[config.mk]
export PLATFORM = sky130hd
export DESIGN_NAME = laser_safety_ctrl
export DESIGN_NICKNAME = d
export VERILOG_FILES = /design/src/rtl/lsc_pkg.sv /design/src/rtl/lsc_sync.sv /design/src/rtl/lsc_timer.sv /design/src/rtl/lsc_clr_qual.sv /design/src/rtl/laser_safety_ctrl.sv
export SDC_FILE = /design/constraint.sdc
export NUM_CORES = 1
export LEC_CHECK = 0
export CAP_MARGIN = 20
export CORE_MARGIN = 3
export CORE_UTILIZATION = 26
export DETAILED_ROUTE_END_ITERATION = 10
export GPL_TIMING_DRIVEN = 0
export SETUP_SLACK_MARGIN = 0.15
export SYNTH_ARGS = -nofsm -noshare
export SYNTH_HDL_FRONTEND = slang
export SYNTH_SLANG_ARGS = --single-unit
[constraint.sdc]
create_clock -name clk -period 2.1 [get_ports clk]
set_input_delay 0.315 -clock clk [delete_from_list [all_inputs] [get_ports clk]]
set_output_delay 0.315 -clock clk [all_outputs]
set_load 0.005 [all_outputs]
[src/rtl/lsc_pkg.sv]
// Package: shared state encoding for the laser safety controller.
// Assumes: nothing beyond a SystemVerilog compiler.
package lsc_pkg;
    typedef enum logic [2:0] {
        ST_SETTLE = 3'd0,   // not ready, settling timer running
        ST_IDLE   = 3'd1,   // ready, lanes off by request
        ST_ARMING = 3'd2,   // turn-on requested, arming timer running
        ST_RUN    = 3'd3,   // lanes on
        ST_FAULT  = 3'd4    // latched fault, lanes off
    } lsc_state_e;
endpackage

[src/rtl/lsc_sync.sv]
// Module: two-flop synchroniser bank, one chain per bit.
// Assumes: inputs are asynchronous levels; RST_VAL is the safe level.
module lsc_sync #(
    parameter int   W       = 1,
    parameter logic RST_VAL = 1'b0
) (
    input  logic         clk,
    input  logic         rst_n,
    input  logic [W-1:0] d_i,
    output logic [W-1:0] q_o
);
    for (genvar g = 0; g < W; g++) begin : g_bit
        logic meta_q, sync_q;
        // Purpose: two-stage capture of one asynchronous bit.
        always_ff @(posedge clk) begin
            if (!rst_n) begin
                meta_q <= RST_VAL;
                sync_q <= RST_VAL;
            end else begin
                meta_q <= d_i[g];
                sync_q <= meta_q;
            end
        end
        assign q_o[g] = sync_q;
    end
endmodule

[src/rtl/lsc_timer.sv]
// Module: loadable down counter; done is high while the count is zero.
// Assumes: load has priority; after reset the count starts at INIT.
module lsc_timer #(
    parameter int W    = 8,
    parameter int INIT = 1
) (
    input  logic         clk,
    input  logic         rst_n,
    input  logic         load_i,
    input  logic [W-1:0] load_val_i,
    output logic         done_o
);
    logic [W-1:0] cnt_q;

    // Purpose: load or count down toward zero, then hold.
    always_ff @(posedge clk) begin
        if (!rst_n)            cnt_q <= W'(INIT);
        else if (load_i)       cnt_q <= load_val_i;
        else if (cnt_q != '0)  cnt_q <= cnt_q - 1'b1;
    end

    assign done_o = (cnt_q == '0);
endmodule

[src/rtl/lsc_clr_qual.sv]
// Module: qualifies the module clear; flags a release after a long enough low.
// Assumes: clr_n_s is already synchronised; HOLD_CYC >= 1.
module lsc_clr_qual #(
    parameter int HOLD_CYC = 500
) (
    input  logic clk,
    input  logic rst_n,
    input  logic clr_n_s,
    output logic held_low_o,
    output logic release_ok_o
);
    localparam int CW = $clog2(HOLD_CYC + 1);

    logic [CW-1:0] low_cnt_q;
    logic          lvl_q;

    // Purpose: count low cycles (saturating) and remember last level.
    always_ff @(posedge clk) begin
        if (!rst_n) begin
            low_cnt_q <= '0;
            lvl_q     <= 1'b1;
        end else begin
            lvl_q <= clr_n_s;
            if (clr_n_s)                        low_cnt_q <= '0;
            else if (low_cnt_q != CW'(HOLD_CYC)) low_cnt_q <= low_cnt_q + 1'b1;
        end
    end

    assign held_low_o   = !clr_n_s;
    assign release_ok_o = clr_n_s && !lvl_q && (low_cnt_q == CW'(HOLD_CYC));

    // a qualified release only follows a low level
    a_r3_release_after_low: assert property (@(posedge clk) disable iff (!rst_n)
        release_ok_o |-> $past(!clr_n_s));
endmodule

[src/rtl/laser_safety_ctrl.sv]
// Module: laser transmitter safety controller (top).
// Does: synchronises controls and faults, sequences settle/arm delays,
//       latches any lane fault into a global shutdown.
// Assumes: CLK_HZ is the clk frequency; SIM_DIV only shortens long delays.
module laser_safety_ctrl
    import lsc_pkg::*;
#(
    parameter int LANES   = 12,
    parameter int CLK_HZ  = 50_000_000,
    parameter int SIM_DIV = 1
) (
    input  logic             clk,
    input  logic             rst_n,
    input  logic             tx_on_i,
    input  logic             tx_off_i,
    input  logic             clr_n_i,
    input  logic [LANES-1:0] lane_fault_i,
    output logic [LANES-1:0] lane_en_o,
    output logic             fault_n_o
);
    localparam int SETTLE_CYC = (CLK_HZ / 10) / SIM_DIV;
    localparam int ENABLE_CYC = (CLK_HZ / 1000) / SIM_DIV;
    localparam int CLR_CYC    = CLK_HZ / 100_000;
    localparam int MAX_CYC    = (SETTLE_CYC > ENABLE_CYC) ? SETTLE_CYC : ENABLE_CYC;
    localparam int TW         = $clog2(MAX_CYC + 1);

    logic [1:0]       ctl_s;
    logic             clr_n_s;
    logic [LANES-1:0] flt_s;
    logic             go, any_flt, clr_low, clr_ok, tmr_done, tmr_load;
    logic [TW-1:0]    tmr_val;
    lsc_state_e       st_q, st_d;

    lsc_sync #(.W(2), .RST_VAL(1'b0)) u_ctl_sync (
        .clk(clk), .rst_n(rst_n), .d_i({tx_off_i, tx_on_i}), .q_o(ctl_s));
    lsc_sync #(.W(1), .RST_VAL(1'b1)) u_clr_sync (
        .clk(clk), .rst_n(rst_n), .d_i(clr_n_i), .q_o(clr_n_s));
    lsc_sync #(.W(LANES), .RST_VAL(1'b0)) u_flt_sync (
        .clk(clk), .rst_n(rst_n), .d_i(lane_fault_i), .q_o(flt_s));

    lsc_clr_qual #(.HOLD_CYC(CLR_CYC)) u_clr_qual (
        .clk(clk), .rst_n(rst_n), .clr_n_s(clr_n_s),
        .held_low_o(clr_low), .release_ok_o(clr_ok));

    lsc_timer #(.W(TW), .INIT(SETTLE_CYC)) u_timer (
        .clk(clk), .rst_n(rst_n), .load_i(tmr_load),
        .load_val_i(tmr_val), .done_o(tmr_done));

    assign go      = ctl_s[0] && !ctl_s[1];
    assign any_flt = |flt_s;

    // Purpose: next-state and timer-load decision; faults take priority.
    always_comb begin
        st_d     = st_q;
        tmr_load = 1'b0;
        tmr_val  = TW'(SETTLE_CYC);
        if (any_flt) begin
            st_d = ST_FAULT;
        end else if (st_q == ST_FAULT) begin
            if (clr_ok) begin
                st_d     = ST_SETTLE;
                tmr_load = 1'b1;
            end
        end else if (clr_low) begin
            st_d     = ST_SETTLE;
            tmr_load = 1'b1;
        end else begin
            case (st_q)
                ST_SETTLE: if (tmr_done) st_d = ST_IDLE;
                ST_IDLE: begin
                    if (go) begin
                        st_d     = ST_ARMING;
                        tmr_load = 1'b1;
                        tmr_val  = TW'(ENABLE_CYC);
                    end
                end
                ST_ARMING: begin
                    if (!go)           st_d = ST_IDLE;
                    else if (tmr_done) st_d = ST_RUN;
                end
                ST_RUN:  if (!go) st_d = ST_IDLE;
                default: begin
                    st_d     = ST_SETTLE;
                    tmr_load = 1'b1;
                end
            endcase
        end
    end

    // Purpose: state register; power-on state is settling, lanes off.
    always_ff @(posedge clk) begin
        if (!rst_n) st_q <= ST_SETTLE;
        else        st_q <= st_d;
    end

    assign lane_en_o = {LANES{st_q == ST_RUN}};
    assign fault_n_o = (st_q != ST_FAULT);

    // lanes on only when the previous synchronised controls allowed it
    a_r1_on_needs_go: assert property (@(posedge clk) disable iff (!rst_n)
        (|lane_en_o) |-> $past(go));
    // any synchronised lane fault shuts all lanes and flags the fault
    a_r2_fault_shutdown: assert property (@(posedge clk) disable iff (!rst_n)
        any_flt |=> (lane_en_o == '0) && !fault_n_o);
    // without a clear edge the latch holds
    a_r3_latch_holds: assert property (@(posedge clk) disable iff (!rst_n)
        (!fault_n_o && clr_n_s && $past(clr_n_s)) |=> !fault_n_o);
    // all lanes share one value
    a_r4_lanes_agree: assert property (@(posedge clk) disable iff (!rst_n)
        (lane_en_o == '0) || (&lane_en_o));
    // lanes switch on only once a timer has expired
    a_r6_on_after_timer: assert property (@(posedge clk) disable iff (!rst_n)
        $rose(lane_en_o[0]) |-> $past(tmr_done));
    // a fault still present keeps the latch set
    a_r8_fault_persists: assert property (@(posedge clk) disable iff (!rst_n)
        (!fault_n_o && any_flt) |=> !fault_n_o);
endmodule

==> out/metrics.json <==
{
  "floorplan.die.height": {"value": 108, "unit": "µm"},
  "async_reset_ff_frac": {"value": 0},
  "setup.worst_path.start_class": {"value": "flop"},
  "number_of_placement_rows": {"value": 36},
  "finalWorstSetupSlack": {"value": -41.6, "unit": "ps"},
  "ys_ff_latch": {"value": 66},
  "antenna_found_initial": {"value": 0},
  "htreeDepth": {"value": 3},
  "ant_nets": {"value": 0},
  "cts.sinks": {"value": 66},
  "ioPinCount": {"value": 30},
  "power.ir.vdd_worst": {"value": 0.366, "unit": "mV"},
  "max_slew_vio_count": {"value": 0},
  "design.final.nets": {"value": 358},
  "post-route-drc-count": {"value": 0},
  "power.density": {"value": 737, "unit": "nW/µm²"},
  "finalHoldViolCount": {"value": 0},
  "cellLeakagePower": {"value": 1.29, "unit": "nW"},
  "crit_path_max_fo": {"value": 7},
  "avgRoutedWirePerCell": {"value": 11.9, "unit": "µm"},
  "worstPathRequired": {"value": 2390, "unit": "ps"},
  "clkLatencyLatePin": {"value": 340, "unit": "ps"},
  "synth_sequential_area_ratio": {"value": 0.484},
  "place.port_buffers": {"value": 28},
  "slew_headroom": {"value": 0.670},
  "grt_overflow": {"value": 0},
  "hpwlAfterDp": {"value": 3700, "unit": "µm"},
  "whs_endpoint": {"value": "u_clr_sync.g_bit[0].meta_q"},
  "crit-reg2reg-launch": {"value": "u_timer.cnt_q[18]"},
  "via_per_inst": {"value": 4.46},
  "drt_iter0_markers": {"value": 84},
  "netlist-cell-type-count": {"value": 44},
  "netlist_top_cells_count": {"value": "66 x dfxtp_1, 29 x and2_1, 29 x nor2_1, 16 x nand2_1, 11 x buf_4"},
  "totalPowerFinal": {"value": 2.68, "unit": "mW"},
  "avgSynthCellArea": {"value": 9.55, "unit": "µm²"},
  "critical_path_class": {"value": "reg2reg"},
  "maximum_number_of_pins_on_one_net_before_global_route_repair": {"value": 13},
  "initial_utilization": {"value": 0.273},
  "ys.warnings.count": {"value": 0},
  "slowest_cell_on_the_critical_path": {"value": "or4_4"},
  "fin_skew": {"value": 14.4, "unit": "ps"},
  "design.die.area": {"value": 11800, "unit": "µm²"},
  "mappedNetlistNets": {"value": 306},
  "syn2layout_area_growth": {"value": 33.4, "unit": "%"},
  "synth_top_area_frac": {"value": 0.484},
  "min_period_over_period": {"value": 1.02},
  "r2r_path_end": {"value": "st_q[0]"},
  "synth-edff-count": {"value": 0},
  "floorplan.core_area": {"value": 10000, "unit": "µm²"},
  "number_of_global_route_vias_before_repair": {"value": 2086},
  "yosys.cell_count.top_type": {"value": "dfxtp_1"},
  "tightestPinTransition": {"value": 495, "unit": "ps"},
  "critPathMostFrequentCell": {"value": "or4_4"},
  "cp.arrival": {"value": 2430, "unit": "ps"},
  "cts_tree": {"value": "yes"},
  "maxCapViolations": {"value": 0},
  "die_w": {"value": 108, "unit": "µm"},
  "endpoints_failing_setup": {"value": 4},
  "synth.largest_area_cell": {"value": "dfxtp_1"},
  "worstPathCellList": {"value": "or4_4 > or4_4 > buf_6 > or3_4 > a21boi_2 > o21a_1"},
  "status": {"value": "complete, but fails checks"},
  "finalWeightedCongestion": {"value": 0.837},
  "achievable-frequency": {"value": 467, "unit": "MHz"},
  "hold_start": {"value": "rst_n"},
  "cts_root_buffer": {"value": "clkbuf_8"},
  "gr-usage-all-layers": {"value": 0.103},
  "num_antenna_cells": {"value": 0},
  "grt_first_pass_wirelength": {"value": 9580, "unit": "µm"},
  "postCtsHoldBufs": {"value": 0},
  "cts_buffers": {"value": 9},
  "critical_path.max_stage_delay": {"value": 540, "unit": "ps"},
  "pre_cts_ws": {"value": -293, "unit": "ps"},
  "route.vias.total": {"value": 2125},
  "drt-total-wl": {"value": 5680, "unit": "µm"},
  "clk_slew_on_worst_s_h_paths": {"value": 80, "unit": "ps"},
  "synth_area_leaders": {"value": "dfxtp_1 48%, and2_1 6.6%, nor2_1 4.0%"},
  "min_path_type": {"value": "in2reg"},
  "synth_top_flop_cell": {"value": "dfxtp_1"},
  "firstDrtPassIters": {"value": 4},
  "r2r_setup_slack": {"value": -40, "unit": "ps"},
  "cp-end-kind": {"value": "flop"},
  "syn-cell-area": {"value": 2730, "unit": "µm²"},
  "synth_cells": {"value": 286},
  "violations": {"value": "setup timing"},
  "whs_path_depth": {"value": 2},
  "min_period": {"value": 2140, "unit": "ps"},
  "worst_r2r_path_depth": {"value": 6},
  "cts-root-to-sink-buffers": {"value": 2},
  "final_layout_size_suffix_gt1_frac": {"value": 0.227},
  "setup_repair_after_global_routing_missed_its_margin": {"value": "true"}
}
-- final cells by class --
type / instances / area, µm²
Buffer: 20 / 139
Clock buffer: 9 / 124
Clock inverter: 7 / 46.3
Fill cell: 1026 / 6360
Inverter: 4 / 15.0
Multi-Input combinational cell: 197 / 1440
Sequential cell: 66 / 1330
Tap cell: 133 / 166
Timing Repair Buffer: 40 / 393
-- cells by family (layout without fill, tap and decap cells) --
kind of cell,count (synthesis),in the layout,synth area share
xor gates and xnor gates,17,17,0.0545
adders and majority gates,3,3,0.0137
AOI/OAI and AO/OA,42,42,0.109
DFF,66,66,0.484
muxes,4,4,0.0147
buffers and inverters,24,80,0.0540
and+or+nand+nor,130,131,0.270
-- layout by cell type, fill, tap and decap left out, types with 3 or more instances in the layout --
cell | synthesis | layout
and3_1 | 3 | 3
or4_1 | 4 | 3
o21ai_1 | 0 | 3
buf_4 | 11 | 18
nor4_4 | 0 | 3
clkdlybuf4s50_1 | 0 | 28
clkbuf_8 | 0 | 9
clkbuf_1 | 6 | 5
and2_1 | 29 | 29
nor4_1 | 6 | 6
nor3_1 | 9 | 9
nand2b_1 | 5 | 5
nand2_1 | 16 | 13
nor2_1 | 29 | 26
nand4_1 | 3 | 3
clkinv_2 | 0 | 3
inv_1 | 4 | 4
dfxtp_1 | 66 | 63
clkinvlp_4 | 0 | 3
nand3_2 | 1 | 3
o31ai_1 | 7 | 6
or4_4 | 2 | 3
a21oi_1 | 10 | 9
xnor2_1 | 9 | 9
nor2_4 | 0 | 3
mux2i_1 | 4 | 4
buf_6 | 2 | 8
xor2_1 | 8 | 8
a211o_1 | 3 | 3
o21ai_0 | 9 | 6
dfxtp_2 | 0 | 3
nand3_1 | 8 | 6
-- what timing repair did --
action	CTS	global route
buffers inserted	7	5
pin swaps	6	14
resized for setup	29	18
setup endpoints to repair	35	35
cloned	1	0
-- worst max-delay path, delay by kind of cell (launching register included) --
family	cells	cell delay (ps)
AND/OR/NAND/NOR	3	1380
flip-flops	1	320
AO/OA/AOI/OAI	2	230
buffers and inverters	1	160
-- metrics by stage --
step	util	std cells	cell area, µm²	hold slack (ps)	TNS [ps]
after detailed placement	0.318	447	3180	401	-3290
final	0.364	476	3640	372	-88.0
after global placement	0.318	447	3180	391	-2620
after global routing	0.364	476	3640	392	-482
after floorplan	-	286	2730	386	0
after CTS	0.354	471	3540	377	-214
-- layer usage --
metal  vias to the layer above  GRT usage  routed length, µm
met5                         -          0                  0
met4                         0     0.0496                 67
met3                         8     0.0287                255
met2                        43      0.164               2750
met1                       987      0.129               2610
li1                       1087          -                  -
-- worst max path at each step --
| stage | start | end | slack [ps] | depth (start not counted) |
|---|---|---|---|---|
| finish | u_timer.cnt_q[18] | st_q[0] | -40 | 6 |
| global route | u_timer.cnt_q[18] | st_q[0] | -80 | 6 |
| CTS | u_timer.cnt_q[18] | st_q[0] | -40 | 6 |
| detailed placement | u_clr_qual.low_cnt_q[0] | u_timer.cnt_q[0] | -290 | 8 |
| global placement | u_clr_qual.low_cnt_q[0] | u_timer.cnt_q[0] | -220 | 8 |
| floorplan | u_timer.cnt_q[19] | st_q[0] | 20 | 6 |
-- flip-flops by register name, summed over array words and instances, names as in the netlist --
signal and count:
u_clr_qual.lvl_q 1, u_clr_qual.low_cnt_q 9, u_flt_sync.g_bit.meta_q 12, u_clr_sync.g_bit.meta_q 1, u_ctl_sync.g_bit.sync_q 2, st_q 3
u_clr_sync.q_o 1, u_ctl_sync.g_bit.meta_q 2, u_flt_sync.g_bit.sync_q 12, u_timer.cnt_q 23
-- power breakdown --
part	switching, mW	internal [mW]	total [mW]	leakage [nW]
combinational	0.177	0.178	0.355	0.667
sequential	0.0808	1.33	1.41	0.541
clock	0.499	0.422	0.922	0.0810
(Power assumes the default switching activity.)
